--- config.mk ---
export PLATFORM = sky130hd
export DESIGN_NAME = ea_gen
export DESIGN_NICKNAME = d
export VERILOG_FILES = /design/src/rtl/ea_gen_pkg.sv /design/src/rtl/ea_abs_fmt.sv /design/src/rtl/ea_pcrel.sv /design/src/rtl/ea_trap_bit.sv /design/src/rtl/ea_ind_seq.sv /design/src/rtl/ea_gen.sv
export SDC_FILE = /design/constraint.sdc
export NUM_CORES = 1
export LEC_CHECK = 0
export ABC_AREA = 1
export BUFFER_PORTS_ARGS = -buffer_cell sky130_fd_sc_hd__buf_2
export CAP_MARGIN = 25
export CORE_MARGIN = 4
export CORE_UTILIZATION = 54
export CTS_BUF_LIST = sky130_fd_sc_hd__clkbuf_8
export CTS_CLUSTER_DIAMETER = 150
export CTS_CLUSTER_SIZE = 10
export DETAILED_ROUTE_END_ITERATION = 10
export GPL_ROUTABILITY_DRIVEN = 0
export PLACE_DENSITY = 0.95
export REMOVE_ABC_BUFFERS = 1
export SYNTH_ARGS = -nofsm -noshare
export SYNTH_HDL_FRONTEND = slang
export SYNTH_SLANG_ARGS = --single-unit
export TNS_END_PERCENT = 30
--- constraint.sdc ---
create_clock -name clk -period 2.3 [get_ports clk]
set_input_delay 0.46 -clock clk [delete_from_list [all_inputs] [get_ports clk]]
set_output_delay 0.46 -clock clk [all_outputs]
set_load 0.01 [all_outputs]
--- src/rtl/ea_gen_pkg.sv ---
package ea_gen_pkg;

   typedef enum logic [2:0] {
      EA_ABS_SHORT = 3'd0,
      EA_ABS_MID   = 3'd1,
      EA_ABS_PROG  = 3'd2,
      EA_ABS_LONG  = 3'd3,
      EA_PC_NEAR   = 3'd4,
      EA_PC_FAR    = 3'd5,
      EA_MEM_IND   = 3'd6,
      EA_TRAP_VEC  = 3'd7
   } ea_mode_e;

   function automatic logic ea_is_branch(input ea_mode_e m);
      return (m == EA_ABS_PROG) || (m == EA_PC_NEAR) ||
             (m == EA_PC_FAR)   || (m == EA_MEM_IND);
   endfunction

endpackage

--- src/rtl/ea_abs_fmt.sv ---
module ea_abs_fmt #(
   parameter int ADDR_W  = 24,
   parameter int ABS_W   = 32,
   parameter int SHORT_W = 8,
   parameter int MID_W   = 16
) (
   input  logic [1:0]        sel,
   input  logic [ABS_W-1:0]  abs_fld,
   output logic [ADDR_W-1:0] addr
);
   localparam int SHORT_PAD = ADDR_W - SHORT_W;
   localparam int MID_PAD   = ADDR_W - MID_W;

   generate
      if (SHORT_W >= MID_W || MID_W >= ADDR_W || ABS_W < ADDR_W) begin : g_bad
         $error("ea_abs_fmt: field widths must satisfy SHORT_W < MID_W < ADDR_W <= ABS_W");
      end
   endgenerate

   logic [ADDR_W-1:0] short_a, mid_a, full_a;

   assign short_a = {{SHORT_PAD{1'b1}}, abs_fld[SHORT_W-1:0]};
   assign mid_a   = {{MID_PAD{abs_fld[MID_W-1]}}, abs_fld[MID_W-1:0]};
   assign full_a  = abs_fld[ADDR_W-1:0];

   always_comb begin
      unique case (sel)
         2'd0:    addr = short_a;
         2'd1:    addr = mid_a;
         default: addr = full_a;
      endcase
   end
endmodule

--- src/rtl/ea_pcrel.sv ---
module ea_pcrel #(
   parameter int ADDR_W = 24,
   parameter int NEAR_W = 8,
   parameter int FAR_W  = 16
) (
   input  logic              far_sel,
   input  logic [FAR_W-1:0]  disp,
   input  logic [ADDR_W-1:0] next_pc,
   output logic [ADDR_W-1:0] target
);
   localparam int NEAR_PAD = ADDR_W - NEAR_W;
   localparam int FAR_PAD  = ADDR_W - FAR_W;

   generate
      if (NEAR_W >= FAR_W || FAR_W >= ADDR_W) begin : g_bad
         $error("ea_pcrel: need NEAR_W < FAR_W < ADDR_W");
      end
   endgenerate

   logic [ADDR_W-1:0] near_x, far_x, ofs;

   assign near_x = {{NEAR_PAD{disp[NEAR_W-1]}}, disp[NEAR_W-1:0]};
   assign far_x  = {{FAR_PAD{disp[FAR_W-1]}}, disp};
   assign ofs    = far_sel ? far_x : near_x;
   // Carry out of the top bit is dropped: the sum wraps modulo 2^ADDR_W.
   assign target = next_pc + ofs;
endmodule

--- src/rtl/ea_trap_bit.sv ---
module ea_trap_bit #(
   parameter int ADDR_W    = 24,
   parameter int IMM_W     = 3,
   parameter int TRAP_W    = 2,
   parameter int VEC_BASE  = 0,
   parameter int TRAP_OFS  = 8,
   parameter int VEC_SHIFT = 2
) (
   input  logic [IMM_W-1:0]       imm,
   output logic [ADDR_W-1:0]      vec,
   output logic [(1<<IMM_W)-1:0]  mask
);
   localparam int                MASK_W = 1 << IMM_W;
   localparam logic [ADDR_W-1:0] BASE_A = ADDR_W'(VEC_BASE);
   localparam logic [ADDR_W-1:0] OFS_A  = ADDR_W'(TRAP_OFS);

   generate
      if (TRAP_W > IMM_W || TRAP_OFS < 0 || VEC_BASE < 0) begin : g_bad
         $error("ea_trap_bit: bad trap parameters");
      end
   endgenerate

   logic [ADDR_W-1:0] idx;

   generate
      if (TRAP_OFS == 0) begin : g_no_ofs
         assign idx = ADDR_W'(imm[TRAP_W-1:0]);
      end else begin : g_ofs
         assign idx = ADDR_W'(imm[TRAP_W-1:0]) + OFS_A;
      end
   endgenerate

   assign vec = BASE_A + (idx << VEC_SHIFT);

   generate
      for (genvar b = 0; b < MASK_W; b++) begin : g_mask
         assign mask[b] = (imm == IMM_W'(b));
      end
   endgenerate
endmodule

--- src/rtl/ea_ind_seq.sv ---
module ea_ind_seq #(
   parameter int ADDR_W = 24,
   parameter int DATA_W = 32,
   parameter int IDX_W  = 8
) (
   input  logic              clk,
   input  logic              rst_n,
   input  logic              launch,
   input  logic [IDX_W-1:0]  idx,
   input  logic              rd_ack,
   input  logic [DATA_W-1:0] rd_data,
   output logic              rd_req,
   output logic [ADDR_W-1:0] rd_addr,
   output logic              done,
   output logic [ADDR_W-1:0] target
);
   generate
      if (DATA_W < ADDR_W || IDX_W >= ADDR_W) begin : g_bad
         $error("ea_ind_seq: need IDX_W < ADDR_W <= DATA_W");
      end
   endgenerate

   always_ff @(posedge clk or negedge rst_n) begin
      if (!rst_n) begin
         rd_req  <= 1'b0;
         rd_addr <= '0;
      end else if (rd_req) begin
         if (rd_ack) rd_req <= 1'b0;
      end else if (launch) begin
         rd_req  <= 1'b1;
         rd_addr <= ADDR_W'(idx);
      end
   end

   assign done   = rd_req & rd_ack;
   // Bits above ADDR_W of the fetched longword are treated as zero.
   assign target = rd_data[ADDR_W-1:0];
endmodule

--- src/rtl/ea_gen.sv ---
module ea_gen
   import ea_gen_pkg::*;
#(
   parameter int ADDR_W    = 24,
   parameter int ABS_W     = 32,
   parameter int DISP_W    = 16,
   parameter int DATA_W    = 32,
   parameter int SHORT_W   = 8,
   parameter int NEAR_W    = 8,
   parameter int IMM_W     = 3,
   parameter int VEC_BASE  = 0,
   parameter int TRAP_OFS  = 8
) (
   input  logic                  clk,
   input  logic                  rst_n,
   input  logic                  start,
   input  logic [2:0]            mode,
   input  logic [ABS_W-1:0]      abs_fld,
   input  logic [DISP_W-1:0]     disp_fld,
   input  logic [ADDR_W-1:0]     next_pc,
   input  logic [IMM_W-1:0]      imm_code,
   input  logic                  rd_ack,
   input  logic [DATA_W-1:0]     rd_data,
   output logic                  ea_valid,
   output logic [ADDR_W-1:0]     ea_addr,
   output logic                  odd_target,
   output logic                  busy,
   output logic                  rd_req,
   output logic [ADDR_W-1:0]     rd_addr,
   output logic [(1<<IMM_W)-1:0] bit_mask
);
   localparam int MID_W = DISP_W;

   ea_mode_e          m;
   logic              accept, launch, ind_done;
   logic [ADDR_W-1:0] abs_a, rel_a, trap_a, ind_a, direct_a;

   assign m      = ea_mode_e'(mode);
   assign busy   = rd_req;
   assign accept = start & ~busy;
   assign launch = accept & (m == EA_MEM_IND);

   ea_abs_fmt #(
      .ADDR_W(ADDR_W), .ABS_W(ABS_W), .SHORT_W(SHORT_W), .MID_W(MID_W)
   ) i_abs (
      .sel(mode[1:0]), .abs_fld(abs_fld), .addr(abs_a)
   );

   ea_pcrel #(
      .ADDR_W(ADDR_W), .NEAR_W(NEAR_W), .FAR_W(DISP_W)
   ) i_rel (
      .far_sel(mode[0]), .disp(disp_fld), .next_pc(next_pc), .target(rel_a)
   );

   ea_trap_bit #(
      .ADDR_W(ADDR_W), .IMM_W(IMM_W), .TRAP_W(2),
      .VEC_BASE(VEC_BASE), .TRAP_OFS(TRAP_OFS), .VEC_SHIFT(2)
   ) i_trap (
      .imm(imm_code), .vec(trap_a), .mask(bit_mask)
   );

   ea_ind_seq #(
      .ADDR_W(ADDR_W), .DATA_W(DATA_W), .IDX_W(SHORT_W)
   ) i_ind (
      .clk(clk), .rst_n(rst_n), .launch(launch), .idx(abs_fld[SHORT_W-1:0]),
      .rd_ack(rd_ack), .rd_data(rd_data), .rd_req(rd_req), .rd_addr(rd_addr),
      .done(ind_done), .target(ind_a)
   );

   always_comb begin
      unique case (m)
         EA_PC_NEAR, EA_PC_FAR: direct_a = rel_a;
         EA_TRAP_VEC:           direct_a = trap_a;
         default:               direct_a = abs_a;
      endcase
   end

   always_ff @(posedge clk or negedge rst_n) begin
      if (!rst_n) begin
         ea_valid   <= 1'b0;
         ea_addr    <= '0;
         odd_target <= 1'b0;
      end else if (ind_done) begin
         ea_valid   <= 1'b1;
         ea_addr    <= ind_a;
         odd_target <= ind_a[0];
      end else if (accept && m != EA_MEM_IND) begin
         ea_valid   <= 1'b1;
         ea_addr    <= direct_a;
         odd_target <= ea_is_branch(m) & direct_a[0];
      end else begin
         ea_valid   <= 1'b0;
         odd_target <= 1'b0;
      end
   end
endmodule

== After elaboration in Yosys (flattened, before gate mapping) ==
Cells that the tools add are included.

* Add/subtract/negate cells: 2
* Eq/ne operators: 14
* Muxes and demuxes: 12
* Bitwise logic cells: 5
* Reduce and logical (&&, ||, !) cells: 9

{| class="wikitable"
|+ Operator list
! cell !! number
|-
| $pmux W24 S2 || 2
|-
| $mux W24 || 3
|-
| $add A24 B24 Y24 || 1
|-
| $eq A3 B3 Y1 const B || 8
|-
| $eq A3 B2 Y1 const B || 3
|-
| $mux W1 || 7
|-
| $add A2 B4 Y5 const B || 1
|-
| $and A1 B1 Y1 || 4
|-
| $eq A3 B1 Y1 const B || 1
|-
| $logic_not A3 Y1 || 1
|-
| $logic_or A1 B1 Y1 || 3
|-
| $ne A3 B3 Y1 const B || 1
|-
| $eq A2 B1 Y1 const B || 1
|-
| $logic_not A2 Y1 || 1
|-
| $reduce_and A2 Y1 || 1
|-
| $reduce_bool A2 Y1 || 1
|-
| $reduce_or A2 Y1 || 1
|-
| $logic_and A1 B1 Y1 || 1
|-
| $not A1 Y1 || 1
|}

* Register bits: 35
* Input port bits: 114
* Logic and storage cells: 47

== Logic depth before layout (Yosys ltp) ==
* Depth in word-level cells: 7
* Gate-level depth with buffers: 18
* Mapped depth without buffers: 17

== Modules after synthesis ==
Synthesis repeated with hierarchy kept, for this count alone.

* Cell total of the unflattened synthesis: 831
* Area total of the unflattened synthesis: 5031.1 um^2

{| class="wikitable"
|+ Modules (own cells, without submodules)
! module !! instances !! cells each !! area an instance (um^2) !! seq. area each (um^2)
|-
| ea_gen || 1 || 292 || 2043.2 || 650.6
|-
| ea_pcrel || 1 || 372 || 1803.0 || 0.0
|-
| ea_ind_seq || 1 || 80 || 668.1 || 225.2
|-
| ea_abs_fmt || 1 || 46 || 272.8 || 0.0
|-
| ea_trap_bit || 1 || 41 || 244.0 || 0.0
|}

== Least setup slack after synthesis ==
No wires, ideal clock.

* Path kind: input to register
* Start: in mode[0]
* End: reg ea_addr[23]
* Setup time: 116 ps
* Arrival: 1972 ps
* Data required time: 2184 ps
* Setup slack: 212 ps
* Cell stages on the path: 16
* Cells stage by stage: buf_4 inv_2 nand2_4 nand2_2 ha_1 nand2_1 nor2_1 nand2_1 nor2_1 nand2_1 nand3_1 nand2_1 nand3_1 nand2_1 nand2_1 nand2_1

* Cells in the longest elaborated chain, start to end: 5
* Elaborated cells on any way between the ends: 15
* Classes of those cells: 1 x add/sub; 5 x eq/ne; 5 x mux; 4 x reduce/logical

{| class="wikitable"
|+ Ends and longest elaborated chain
! item !! RTL line !! source
|-
| start: declaration || ea_gen.sv:17 || <nowiki>input logic [2:0] mode,</nowiki>
|-
| $mux W24, or another cell as far along || ea_pcrel.sv:24 || <nowiki>assign ofs = far_sel ? far_x : near_x;</nowiki>
|-
| $add A24 B24 Y24, or another cell as far along || ea_pcrel.sv:26 || <nowiki>assign target = next_pc + ofs;</nowiki>
|-
| $pmux W24 S2 || ea_gen.sv:71 || <nowiki>unique case (m)</nowiki>
|-
| $mux W24 || ea_gen.sv:87 || <nowiki>end else if (accept && m != EA_MEM_IND) begin</nowiki>
|-
| $mux W24 || ea_gen.sv:83 || <nowiki>end else if (ind_done) begin</nowiki>
|-
| end signal: assignment || ea_gen.sv:85 || <nowiki>ea_addr <= ind_a;</nowiki>
|-
| end signal: assignment || ea_gen.sv:89 || <nowiki>ea_addr <= direct_a;</nowiki>
|-
| end: declaration || ea_gen.sv:25 || <nowiki>output logic [ADDR_W-1:0] ea_addr,</nowiki>
|}

Several ways; a longest one is shown, not always the timed one. The select of a mux whose other input is x is not followed.
A chain may end at the register's enable or synchronous reset.

== Final worst setup path ==
* Start: in mode[0]
* End: reg ea_addr[17]

The elaborated chain is that of the path after synthesis.

==> results.txt <==
Ys flop type = dfrtp_1
Synth Instances = 679
Max Freq = 467 MHz
Final Hold Vio Count = 0
Layout cells sized above 1 = 23.5%
GRT Total Usage = 27.4%
Mapped Area = 3930 sq um
Asr flop ratio synth = 100%
Number of nets in the layout = 963
Critical R2R Launch = i_ind.rd_req
Seq/Total Area, Yosys = 22.3%
Largest family of logic cells by synthesized area = simple AND/OR/NAND/NOR gates
Grt total ovfl = 0
CTS buffer count = 5
Core Area = 6940 sq um
Cell row count = 30
Pwr/cell area = 528 nW/um^2
Clk root buf = clkbuf_8
XOR/XNOR Fraction of Synth Area = 0.446%
CP dominant cell by count = nand2_1
Port bufs = 141
Hold Path Class = input pin to async pin
Via count = 4886
Max Cap Violations = 0
Critical path endpoint = ea_addr[17]
Die Span X = 93.3 um
CP max FO = 10
Die H = 93.3 um
Vias in the first global route = 4705
Mux contribution to synthesized area = 1.24%
Slowest cell delay on critical path = 0.35 ns
Post-DP HPWL = 9700 um
Mapped Avg Cell Area = 5.78 sq um
Worst clock skew = 0.00442 ns
Yosys cell types = 37
ANT cells = 0
Reg2reg setup slack = 0.42 ns
CP cell instances = buf_2, inv_2, nand2_4, nand2_1, ha_1, nand2_1, nor2_1, nand3_1, nand3_1, nand2_1, nand2_1, nand2_1, nand3_1, nand2_1, nand2_1, nand2_1
Initial Util = 56.5%
WL per Instance = 13.3 um
CTS max path bufs = 2
Area of the die = 8700 sq um
Worst skew pair latency = 0.30 ns
Synthesis-stage register bit count = 35
Antenna violations before repair = 0
CP max-delay cell = ha_1
Kind of critical path = input pin to flip-flop
Clk sink count = 35
CTS tree = done
Fin. max-slew vios = 0
Final setup fails = 0
Simple-gate area share of the yosys netlist = 44.5%
# hold bufs at CTS = 0
Startpoint types = input pin
Largest net degree at the start of global routing = 41
PostCTS Resize Cnt = 0
Pre-antenna DRT Iters = 5
WP data required = 2.49 ns
FF-to-FF End = ea_addr[22]
Critical path arrival = 2.33 ns
Post-synthesis adder-cell area fraction = 7.84%
Setup TNS = 0 ns
Min Tclk post-route = 2.14 ns
First-pass GRT wire length = 19800 um
DRC viols = 0
Worst setup path startpoint = mode[0]
Worst setup margin = 0.157 ns
Worst VDD drop = 0.000497 V
Drt initial violations = 366
Static leakage = 2.98 nW
FF-to-FF path depth = 6
Pre-CTS WS = -0.120 ns
Status = completed
Part of the cycle the worst path needs = 93.2%
P&R area growth vs syn = 25.2%
H-tree depth = 2
Drt total wl = 12200 um
I/O pins = 174
Drt via density = 5.30
CTS clk-pin slew, worst paths = 0.08 ns
Setup repair bufs after CTS = 0
Antenna viol nets, final = 0
Worst Max-Slew Pin Slew = 0.805 ns
Ys Warns = 0
Rel. slew slack = 46.4%
RSZ-0062 raised after global routing = yes
Post-synth EDFFs = 0
CP Capture Type = flip-flop
Synth Area in Compound Gates = 9.15%
-- critical path: cells and delay by family --
kind / cells / cell delay, ns
buffers and inverters: 2 / 0.26
AND/OR/NAND/NOR: 13 / 1.28
adder cells (fa/ha/maj): 1 / 0.35
-- cell usage after synthesis (all sizes together), types with 6 or more instances --
master	count	area, sq um
nor3	11	55.1
ha	23	288
nand3	46	235
o21ai	23	115
dfrtp	35	876
nand2	268	1040
buf	27	188
nand3b	6	45.0
a21oi	35	179
nor2	75	289
inv	96	363
nand4	9	62.6
-- worst min path at each step --
stage	startpoint	endpoint	slack, ns	cells after the start
after floorplan	rst_n	ea_addr[0]	0.16	0
after global placement	ea_addr[22]	ea_addr[22]	0.46	2
after detailed placement	ea_addr[23]	ea_addr[23]	0.46	2
after CTS	rst_n	i_ind.rd_addr[7]	0.27	1
after global routing	rst_n	ea_addr[10]	0.30	1
final	rst_n	ea_addr[17]	0.25	1
-- cell type report --
class | instances | area [sq um]
tap | 96 | 120
sequential | 35 | 876
clock inverter | 3 | 47.5
inverter | 96 | 363
multi-input combinational | 532 | 2630
fill | 596 | 2030
timing repair buffer | 155 | 811
clock buffer | 5 | 68.8
-- metal layers --
metal	vias to the layer above	part of all wire [%]	track usage (%)
li1	2397	-	-
met2	287	48	48.0
met1	2150	38	32.3
met4	0	4.0	12.5
met3	52	10	5.15
met5	-	0	0
-- per-stage QoR --
step | total power [mW] | utilization [%] | hold WS [ns] | std cells | area (sq um)
after floorplan | 1.52 | - | 0.164 | 663 | 3780
after global placement | 1.92 | 67.8 | 0.457 | 914 | 4710
after detailed placement | 1.96 | 67.8 | 0.462 | 914 | 4710
after CTS | 2.55 | 69.5 | 0.273 | 922 | 4830
after global routing | 2.78 | 70.8 | 0.296 | 922 | 4910
final | 2.60 | 70.8 | 0.246 | 922 | 4910
-- cells in the final DEF (no fill, tap or decap), types with 4 or more instances in the layout --
master    count
a21oi_1      34
nor2_1       71
nand2_4       4
dfrtp_1      35
nand3_1      45
buf_4        14
nor2_2        4
inv_2         4
clkbuf_8      5
ha_1         16
buf_2       141
nand3b_1      6
conb_1       16
nand2_1     261
ha_4          6
nand4_1       8
nor3_1       11
o21ai_1       4
inv_1        91
o21ai_0      19
-- kinds of logic (layout without fill, tap and decap cells) --
kind of cell    count (synthesis)  after routing
buf+inv                       127            259
flops                          35             35
xor+xnor                        2              2
mux                             4              4
other cells                     1             16
compound gates                 67             67
fa+ha+maj                      24             24
simple gates                  419            419
-- flip-flops by register name, summed over array words and instances (netlist names) --
signal         count
i_ind.rd_req       1
ea_valid           1
ea_addr           24
i_ind.rd_addr      8
odd_target         1
-- report_power, final --
part           switching, mW  internal [mW]
registers             0.0714          0.739
logic                  0.717          0.477
clock network          0.263          0.329
Note: power is estimated with default switching activity, not from simulation.
